File: src/rtl/irqv_pkg.sv
package irqv_pkg;
    localparam int VEC_W = 12;

    localparam logic [VEC_W-1:0] VEC_POWER = 12'h000;
    localparam logic [VEC_W-1:0] VEC_T123  = 12'h08F;
    localparam logic [VEC_W-1:0] VEC_T23   = 12'h09F;
    localparam logic [VEC_W-1:0] VEC_T13   = 12'h0AF;
    localparam logic [VEC_W-1:0] VEC_T12   = 12'h0CF;
    localparam logic [VEC_W-1:0] VEC_T3    = 12'h0BF;
    localparam logic [VEC_W-1:0] VEC_T2    = 12'h0DF;
    localparam logic [VEC_W-1:0] VEC_T1    = 12'h0EF;
    localparam logic [VEC_W-1:0] VEC_PORT  = 12'h0FF;

    typedef enum logic [1:0] {
        PM_OUT_HIZ = 2'b00,
        PM_OUT_LOW = 2'b01,
        PM_IN_HIGH = 2'b10,
        PM_IN_LOW  = 2'b11
    } pin_mode_e;

    typedef struct packed {
        logic             take;
        logic [VEC_W-1:0] vec;
    } vec_out_t;
endpackage

File: src/rtl/irqv_level_decode.sv
module irqv_level_decode
    import irqv_pkg::*;
#(
    parameter int NUM_PORTS = 8
) (
    input  logic [NUM_PORTS-1:0]   pin,
    input  logic [2*NUM_PORTS-1:0] mode,
    output logic [NUM_PORTS-1:0]   active
);
    for (genvar i = 0; i < NUM_PORTS; i++) begin : g_line
        pin_mode_e m;
        assign m = pin_mode_e'(mode[2*i +: 2]);
        always_comb begin
            unique case (m)
                PM_IN_HIGH: active[i] = pin[i];
                PM_IN_LOW:  active[i] = ~pin[i];
                default:    active[i] = 1'b0;
            endcase
        end
    end
endmodule

File: src/rtl/irqv_port_bank.sv
module irqv_port_bank #(
    parameter int NUM_PORTS = 8
) (
    input  logic                 clk,
    input  logic                 rst_n,
    input  logic                 en_wr,
    input  logic [NUM_PORTS-1:0] en_wdata,
    input  logic [NUM_PORTS-1:0] active,
    output logic [NUM_PORTS-1:0] en_q,
    output logic [NUM_PORTS-1:0] pend_q
);
    typedef struct packed {
        logic [NUM_PORTS-1:0] en;
        logic [NUM_PORTS-1:0] pend;
    } bank_t;

    bank_t bank_d, bank_q;

    always_comb begin
        bank_d    = bank_q;
        bank_d.en = en_wr ? en_wdata : bank_q.en;
        // a line listens only while enabled; a zero enable wipes the latch
        bank_d.pend = bank_d.en & (bank_q.pend | (active & bank_q.en));
    end

    always_ff @(posedge clk or negedge rst_n) begin
        if (!rst_n) begin
            bank_q <= '0;
        end else begin
            bank_q <= bank_d;
        end
    end

    assign en_q   = bank_q.en;
    assign pend_q = bank_q.pend;
endmodule

File: src/rtl/irqv_vec_select.sv
module irqv_vec_select
    import irqv_pkg::*;
(
    input  logic             por,
    input  logic [2:0]       tmr,
    input  logic             port_any,
    output logic             any_req,
    output logic [VEC_W-1:0] vec
);
    always_comb begin
        any_req = por | (|tmr) | port_any;
        if (por) begin
            vec = VEC_POWER;
        end else begin
            unique case (tmr)
                3'b111:  vec = VEC_T123;
                3'b110:  vec = VEC_T23;
                3'b101:  vec = VEC_T13;
                3'b011:  vec = VEC_T12;
                3'b100:  vec = VEC_T3;
                3'b010:  vec = VEC_T2;
                3'b001:  vec = VEC_T1;
                default: vec = VEC_PORT;
            endcase
        end
    end
endmodule

File: src/rtl/irq_vector_unit.sv
module irq_vector_unit
    import irqv_pkg::*;
#(
    parameter int NUM_PORTS = 8
) (
    input  logic                   clk,
    input  logic                   rst_n,
    input  logic                   insn_done,
    input  logic                   branch_taken,
    input  logic                   por_req,
    input  logic [2:0]             tmr_flag,
    input  logic [NUM_PORTS-1:0]   port_pin,
    input  logic [2*NUM_PORTS-1:0] port_mode,
    input  logic                   en_wr,
    input  logic [NUM_PORTS-1:0]   en_wdata,
    output logic                   irq_take,
    output logic [VEC_W-1:0]       irq_vec,
    output logic [NUM_PORTS-1:0]   port_pend
);
    logic [NUM_PORTS-1:0] line_active;
    logic [NUM_PORTS-1:0] en_cur;
    logic [NUM_PORTS-1:0] pend_cur;
    logic                 any_req;
    logic [VEC_W-1:0]     sel_vec;
    logic                 accept;
    vec_out_t             out_d, out_q;

    irqv_level_decode #(.NUM_PORTS(NUM_PORTS)) i_decode (
        .pin    (port_pin),
        .mode   (port_mode),
        .active (line_active)
    );

    irqv_port_bank #(.NUM_PORTS(NUM_PORTS)) i_bank (
        .clk      (clk),
        .rst_n    (rst_n),
        .en_wr    (en_wr),
        .en_wdata (en_wdata),
        .active   (line_active),
        .en_q     (en_cur),
        .pend_q   (pend_cur)
    );

    irqv_vec_select i_select (
        .por      (por_req),
        .tmr      (tmr_flag),
        .port_any (|pend_cur),
        .any_req  (any_req),
        .vec      (sel_vec)
    );

    always_comb begin
        accept     = insn_done & ~branch_taken & any_req;
        out_d      = out_q;
        out_d.take = accept;
        if (accept) begin
            out_d.vec = sel_vec;
        end
    end

    always_ff @(posedge clk or negedge rst_n) begin
        if (!rst_n) begin
            out_q <= '0;
        end else begin
            out_q <= out_d;
        end
    end

    assign irq_take  = out_q.take;
    assign irq_vec   = out_q.vec;
    assign port_pend = pend_cur;
endmodule

File: config.mk
export PLATFORM = sky130hd
export DESIGN_NAME = irq_vector_unit
export DESIGN_NICKNAME = d
export VERILOG_FILES = /design/src/rtl/irqv_pkg.sv /design/src/rtl/irqv_level_decode.sv /design/src/rtl/irqv_port_bank.sv /design/src/rtl/irqv_vec_select.sv /design/src/rtl/irq_vector_unit.sv
export SDC_FILE = /design/constraint.sdc
export NUM_CORES = 1
export LEC_CHECK = 0
export ABC_CLOCK_PERIOD_IN_PS = 1390
export BUFFER_PORTS_ARGS = -buffer_cell sky130_fd_sc_hd__buf_2
export CAP_MARGIN = 20
export CORE_MARGIN = 2
export CORE_UTILIZATION = 37
export DETAILED_ROUTE_END_ITERATION = 16
export GPL_ROUTABILITY_DRIVEN = 1
export GPL_TIMING_DRIVEN = 1
export PLACE_DENSITY = 0.74
export SYNTH_ARGS = -nofsm -noshare
export SYNTH_HDL_FRONTEND = slang
export SYNTH_SLANG_ARGS = --single-unit
File: constraint.sdc
create_clock -name clk -period 1.39 [get_ports clk]
set_input_delay 0.2085 -clock clk [delete_from_list [all_inputs] [get_ports clk]]
set_output_delay 0.2085 -clock clk [all_outputs]
set_load 0.1 [all_outputs]
Yosys cells after proc, flatten, opt, wreduce, memory -nomap -nowiden --
Cells that the tools add are included.
Storage, ports and cells: register bits 29, bits in latches 0, RAM bits 0, ROM bits 0, input port bits 41, output and inout port bits 21, memories kept 0
Cells by class: $add $sub $neg 0, multiply operators 0, divide/modulo/power cells 0, order comparisons 0, equal/unequal tests 23, shifts and indexed selects 0, mux-type cells 11, bitwise logic cells 16, reduce and logical (&&, ||, !) cells 2
Operators by type and width (count):
- case mux 7 bit (7 select lines) | 1
- equality test 2 bit (second input constant) | 16
- AND 8 bit | 2
- case mux 1 bit (2 select lines) | 8
- equality test 3 bit (second input constant) | 4
- two-way mux 12 bit | 1
- NOT 1 bit | 9
- two-way mux 8 bit | 1
- OR 8 bit | 1
- OR reduction 8 bit | 1
- equality test 3 x 2 -> 1 bit (second input constant) | 2
- equality test 3 x 1 -> 1 bit (second input constant) | 1
- OR reduction 3 bit | 1
- AND 1 bit | 2
- OR 1 bit | 2

Depth between registers and ports, before layout --
Gate-level depths: netlist of run 1.
word-level depth 5, mapped depth 3

Cells and area by module --
A second synthesis of run 1 with hierarchy kept.
Unflattened totals: cells, all modules 120, area total of the unflattened synthesis 1534.0 µm²
By module, submodules not included:
- irqv_port_bank | times used 1, cells each 58, area an instance 773.2 µm²
- irq_vector_unit | times used 1, cells each 31, area an instance 545.5 µm²
- irqv_level_decode | times used 1, cells each 16, area an instance 120.1 µm²
- irqv_vec_select | times used 1, cells each 15, area an instance 95.1 µm²

Least setup slack after synthesis of run 1 --
OpenSTA, ideal clock, no wires.
kind reg2reg, from register i_bank.bank_q, in the netlist i_bank.pend_q[7], to register out_q, in the netlist irq_vec[4], library setup time 0.125 ns, arrival time 1.840 ns, slack -0.576 ns, cell stages (with the launch flop) 4, buffers on the path 0, period minus slack after synthesis 1.966 ns, cell sequence dfrtp_1 nor4_2 a311oi_4 mux2_2
Between the ends: cells in the longest elaborated chain, start to end 3
RTL lines:
- from (decl) | line irqv_port_bank.sv:17 | bank_t bank_d, bank_q;
- from (signal assigned) | line irqv_port_bank.sv:30 | bank_q <= bank_d;
- OR reduction 8 bit | line irq_vector_unit.sv:47 | .port_any (|pend_cur),
- OR 1 bit | line irqv_vec_select.sv:11 | any_req = por | (|tmr) | port_any;
- AND 1 bit | line irq_vector_unit.sv:53 | accept = insn_done & ~branch_taken & any_req;
- named net accept | line irq_vector_unit.sv:25 | logic accept;
- to (signal assigned) | line irq_vector_unit.sv:65 | out_q <= out_d;
- to (decl) | line irq_vector_unit.sv:26 | vec_out_t out_d, out_q;
The timed path passes the listed nets, and every way through them passes these cells. A chain may end at the register's enable or synchronous reset.

Worst setup path in the final report of run 1 --
from register i_bank.bank_q, in the netlist i_bank.pend_q[6], to register out_q, in the netlist irq_vec[4]
Same word-level chain as after synthesis.

==> flow_summary_export.csv, run 1 <==
group,metric,value,unit
status,status,"finished, violations left",
status,violations,"setup timing",
setup_path,required,1.59,ns
clock_tree,clock_latency,0.30,ns
timing,finalClockSkew,0.00916,ns
detailed_routing,wire_per_inst,13.5,microns
setup_path,crit_arrival,1.65,ns
clock_tree,h-tree-depth,1,
global_route,grt_max_degree,22,
timing,fmax,691,MHz
global_route,grtUsageMet2,29.6,%
global_route,use_met1,16.8,%
setup_path,cpPeakStageDelay,0.51,ns
power,peakVddDrop,932,uV
setup_path,r2r_slack,-0.06,ns
timing,finalSetupViolCount,3,
timing,period_share,104,%
synthesis,ys_types,13,
clock_tree,clk_path_buf_depth,2,
synthesis,netlist_area,990,sq um
detailed_routing,drt_pass1_iterations,2,
place,routabilityCongestion,0.683,
timing,finalHoldViolCount,0,
timing,rsz0062_at_grt,"yes",
setup_path,worstPathCellList,"nor4_4 -> a311oi_4 -> mux2_2",
setup_path,worstSetupPathType,"reg -> reg",
place,port-buffer-count,57,
detailed_routing,drt_iter0_drc,10,
power,power_density,1260,mW/mm^2
clock_tree,cts.clk_slew.worst_paths,0.12,ns
job,maxCapViolCount,0,
layout,n_fill_cell,215,
timing,worst_slack,-0.0567,ns
die,coreArea,0.00250,sq mm
synthesis,ys_warn_count,0,
detailed_routing,wirelength,2260,microns
synthesis,yosysTopAreaCell,"dfrtp_1",
layout,instances_no_fill,167,
detailed_routing,dr_total_vias,790,
detailed_routing,viasPerCell,4.73,
power,p_leak,0.000749,uW
layout,area_delta_synth_final,50.1,%
setup_path,cp_num_buf_inv,0,
setup_path,reg2reg_from,"i_bank.pend_q[6]",
timing,slew_viol_final,0,
global_route,grt.overflow.total,0,
hold_path,hp-start,"branch_taken",
setup_path,cp-end-kind,"flip-flop",
setup_path,crit_fanout,5,
layout,final_layout_size_suffix_gt1_share,65.7,%
global_route,grt_pass1_vias,887,
clock_tree,cts.sinks,21,
synthesis,syn_inst,76,
clock_tree,cts_buffers,3,
layout,antenna_cells,0,
setup_path,critPathSlowestCell,"dfrtp_4",
global_route,grt.busiest_layer,"met2",
synthesis,synth_top_cell_area_share,53.1,%
setup_path,reg2regPathDepth,3,
synthesis,synth_seq_cells,21,
die,pin_count,62,
place,dp_slack,-0.0405,ns
setup_path,cp-start-kind,"flip-flop",
hold_path,hold_class,"in -> reg",
detailed_routing,ant_nets,0,
global_route,grt_usage,15.8,%
setup_path,endpoint,"irq_vec[4]",
synthesis,synth_seq_area_share,53.1,%
synthesis,synth_area_leaders,"dfrtp_1 (53%), mux2_2 (13%), xor2_1 (7.1%)",
clock_tree,cts_tree,"done",
clock_tree,cts-root-buf,"clkbuf_4",
timing,period_needed,1.45,ns
die,die-area,0.00310,sq mm
layout,layout.nets,179,
setup_path,worstSetupStartpoint,"i_bank.pend_q[6]",
setup_path,path_depth,3,
die,initial_utilization,39.6,%
place,place_inst,161,
place,post-dp-hpwl,1840,microns
global_route,grt_first_pass_wirelength,3880,microns
setup_path,path_delay_family,"flip-flops",
global_route,antenna_found_initial,0,
synthesis,syn_avg_cell_area,13.0,sq um
detailed_routing,remaining_drc_errors,0,
die,fp-row-count,18,
die,die_h,55.7,microns
die,die_w,55.7,microns
setup_path,rr_endpoint,"irq_vec[4]",
global_route,use_met3,3.95,%
==> placed cells by master (no fill, tap or decap), drive strengths merged <==
master       Yosys  routed
buf              8      56
dfrtp           21      21
mux2            11      11
clkbuf           1       9
xor2             8       8
and3             8       8
o21a             8       8
conb             1       4
nor4             3       3
nor2             3       3
inv              2       2
a311oi           1       1
mux2i            1       1
clkinv           0       1
dlygate4sd3      0       1
==> where the power goes <==
| group | total [uW] | switching [uW] | internal (uW) |
|---|---|---|---|
| Clock | 295 | 188 | 107 |
| Combinational | 840 | 603 | 237 |
| Sequential | 733 | 49.1 | 684 |
==> flip-flops by register name, indices dropped and copies added, names as in the netlist <==
register,cells
i_bank.en_q,8
i_bank.pend_q,8
irq_take,1
irq_vec,4
==> per-stage QoR <==
step / power (uW) / setup TNS, ns / utilization (%) / hold WS (ns) / cell area, sq um
global route: 1940 / -0.271 / 59.4 / 0.0889 / 1490
detailed placement: 1570 / -0.114 / 56.8 / 0.194 / 1420
global placement: 1550 / -0.0210 / 56.8 / 0.178 / 1420
finish: 1870 / -0.159 / 59.4 / 0.0966 / 1490
CTS: 1870 / -0.153 / 58.8 / 0.0945 / 1470
floorplan: 1370 / -0.542 / - / -0.0871 / 1060
==> timing repair <==
item,in CTS,in global routing
pin swaps,3,2
hold buffers,1,0
endpoints found under the hold margin,21,0
setup buffers,1,0
gates resized for setup,2,6
setup endpoints to repair,5,10
==> kinds of logic after synthesis <==
logic type,Yosys count,synth area share [%]
other,1,0.379
flip-flops,21,53.1
multiplexers,12,13.5
AO/OA/AOI/OAI,9,8.72
buffers and inverters,11,7.21
AND/OR/NAND/NOR,14,9.99
XOR/XNOR,8,7.08
==> area by class of cell <==
class | instances | area (sq um) | share of cell area (%)
repair buffers | 63 | 428 | 28.8
clock buffers | 3 | 22.5 | 1.52
flip-flops and latches | 21 | 554 | 37.3
clock inverters | 1 | 5.00 | 0.337
well taps | 30 | 37.5 | 2.53
inverters | 2 | 7.51 | 0.505
multi-input cells | 47 | 430 | 29.0
==> how the worst min path moves through the flow <==
stage	slack (ns)	cells after the start	endpoint
2_1_floorplan	-0.09	0	i_bank.en_q[0]
3_3_place_gp	0.18	1	i_bank.en_q[7]
3_5_place_dp	0.19	1	i_bank.en_q[7]
4_1_cts	0.09	2	irq_take
5_1_grt	0.09	2	irq_take
6_report	0.1	2	irq_take
==> Yosys cell counts <==
master and instances:
nor2_1 3, o21a_1 8, conb_1 1, mux2i_1 1, and3_1 8, clkbuf_1 1, xor2_1 8, nor4_2 3
buf_4 8, dfrtp_1 21, a311oi_4 1, inv_1 2, mux2_2 11
==> per-layer routing <==
layer	up-vias	share of wire (%)
li1	376	-
met1	374	37
met2	36	54
met3	4	7.0
met4	0	1.5
met5	-	0
Power figures use the tool's default switching activity.
==> run 2, diff against run 1 <==
- BUFFER_PORTS_ARGS: -buffer_cell sky130_fd_sc_hd__buf_2 -> not set
- CORE_UTILIZATION: 37 -> 54
- DONT_BUFFER_PORTS: not set -> 1
- PLACE_DENSITY: 0.74 -> 0.72
- RECOVER_POWER: not set -> 100
- SLEW_MARGIN: not set -> 30
==> run 2 against run 1 <==
Against the previous run: critical path depth is 2 lower; sequential power about the same; count of clock-buffer cells in the layout increased by 1; the run still ends with setup timing left; critical endpoint is now port_pend[3]; global-route usage increased by 3.7 points; via count is 21% lower; clock power fell by 4%; sequential share of layout area increased by 8.4 points; die area fell by 29%; core utilization up 11 points; combinational power shrank 13%; register-to-register slack improved by 0.04 ns.
==> flow_summary_export.csv, run 2 (synthesized netlist as in run 1, its figures left out) <==
group,metric,value,unit
place,routabilityCongestion,0.582,
job,maxCapViolCount,0,
setup_path,worstPathCellList,"clkbuf_2",
layout,final_layout_size_suffix_gt1_share,46.8,%
place,post-dp-hpwl,1520,microns
setup_path,path_delay_family,"buffers and inverters",
detailed_routing,viasPerCell,5.25,
timing,finalSetupViolCount,7,
status,status,"finished, violations left",
timing,finalSetupTns,-0.131,ns
clock_tree,clk_path_buf_depth,2,
die,coreArea,0.00173,sq mm
setup_path,worstSetupPathType,"reg -> out",
global_route,grt_pass1_vias,678,
timing,slew_headroom,61.9,%
die,die-area,0.00219,sq mm
detailed_routing,dr_total_vias,625,
clock_tree,h-tree-depth,1,
detailed_routing,top_layer_used,"met4",
layout,final_common_cell,"dfrtp_1",
hold_path,hold_class,"in -> reg",
clock_tree,cts-root-buf,"clkbuf_4",
power,peakVddDrop,1120,uV
layout,area_delta_synth_final,23.0,%
setup_path,cp-start-kind,"flip-flop",
clock_tree,cts_tree,"done",
layout,layout.nets,136,
power,p_leak,0.000565,uW
global_route,grt_first_pass_wirelength,2930,microns
status,violations,"setup timing",
detailed_routing,wire_per_inst,16.1,microns
timing,period_share,102,%
die,pin_count,62,
detailed_routing,remaining_drc_errors,0,
setup_path,cp_num_buf_inv,1,
detailed_routing,ant_nets,0,
place,port-buffer-count,0,
timing,worst_slack,-0.0269,ns
power,power_density,1430,mW/mm^2
layout,fin_util,70.5,%
global_route,grt_max_degree,22,
setup_path,crit_arrival,1.21,ns
die,die_w,46.8,microns
hold_path,hp-start,"en_wdata[7]",
detailed_routing,wl_met2,1110,microns
setup_path,reg2reg_from,"i_bank.pend_q[6]",
detailed_routing,wl_met3,116,microns
layout,antenna_cells,0,
clock_tree,cts_buffers,3,
global_route,antenna_found_initial,0,
timing,fmax,706,MHz
power,p_total,1740,uW
timing,finalClockSkew,0.00134,ns
layout,layout_common_cells,"dfrtp_1 (12), mux2_2 (9)",
global_route,grt_usage,19.5,%
timing,rsz0062_at_grt,"yes",
die,fp-row-count,15,
timing,whs,0.0725,ns
setup_path,required,1.18,ns
detailed_routing,met1_length,681,microns
die,initial_utilization,57.3,%
setup_path,cpPeakStageDelay,0.47,ns
die,die_h,46.8,microns
detailed_routing,drt_iter0_drc,3,
setup_path,critPathSlowestCell,"clkbuf_2",
setup_path,worstSetupStartpoint,"i_bank.pend_q[3]",
detailed_routing,wirelength,1920,microns
setup_path,cp-end-kind,"output pin",
global_route,grt.overflow.total,0,
clock_tree,clock_latency,0.29,ns
timing,slew_viol_final,0,
setup_path,crit_fanout,2,
timing,finalHoldViolCount,0,
clock_tree,cts.sinks,21,
clock_tree,cts.clk_slew.worst_paths,0.11,ns
timing,period_needed,1.42,ns
detailed_routing,drt_pass1_iterations,2,
timing,tightest_slew,0.571,ns
-- run 2: path summary, 6_finish.rpt --
check	end	slack (ns)	cells past startpoint
setup / recovery	port_pend[3]	-0.03	1
hold reg to reg	irq_vec[6]	0.53	1
setup reg to reg	irq_vec[4]	-0.02	3
hold / removal	i_bank.en_q[7]	0.07	1
max in group asynchronous	irq_vec[3]	0.62	2
min in group asynchronous	irq_vec[5]	0.40	2
-- run 2: routing by layer --
layer / vias up / global-route usage [%]
li1: 286 / -
met1: 306 / 21.8
met2: 31 / 35.3
met3: 2 / 3.46
met4: 0 / 10.0
met5: - / 0
-- run 2: cell type report --
cell class | instances | area, sq um
flip-flops and latches | 21 | 557
fillers | 132 | 509
multi-input cells | 47 | 434
repair buffers | 20 | 161
well taps | 25 | 31.3
clock buffers | 4 | 26.3
inverters | 2 | 7.51
-- run 2: per-stage QoR --
| stage | instances | worst slack, ns | cell area (sq um) |
|---|---|---|---|
| 5_1_grt | 119 | -0.0704 | 1220 |
| 3_3_place_gp | 109 | 0.00430 | 1180 |
| 6_report | 119 | -0.0269 | 1220 |
| 2_1_floorplan | 79 | -0.178 | 1060 |
| 3_5_place_dp | 109 | -0.0356 | 1180 |
| 4_1_cts | 117 | -0.0378 | 1250 |
-- run 2: power breakdown --
group	total, uW	internal [uW]	switching, uW	leakage, uW
Sequential	732	686	45.8	0.000250
Clock	282	112	170	0.0000150
Combinational	728	164	565	0.000300
Total	1740	962	780	0.000565
-- run 2: repair_timing --
item,4_1_cts,5_1_grt
pin swaps,2,1
hold buffers,2,1
buffers inserted,2,1
setup endpoints to repair,3,9
endpoints found under the hold margin,22,21
resized for setup,1,3
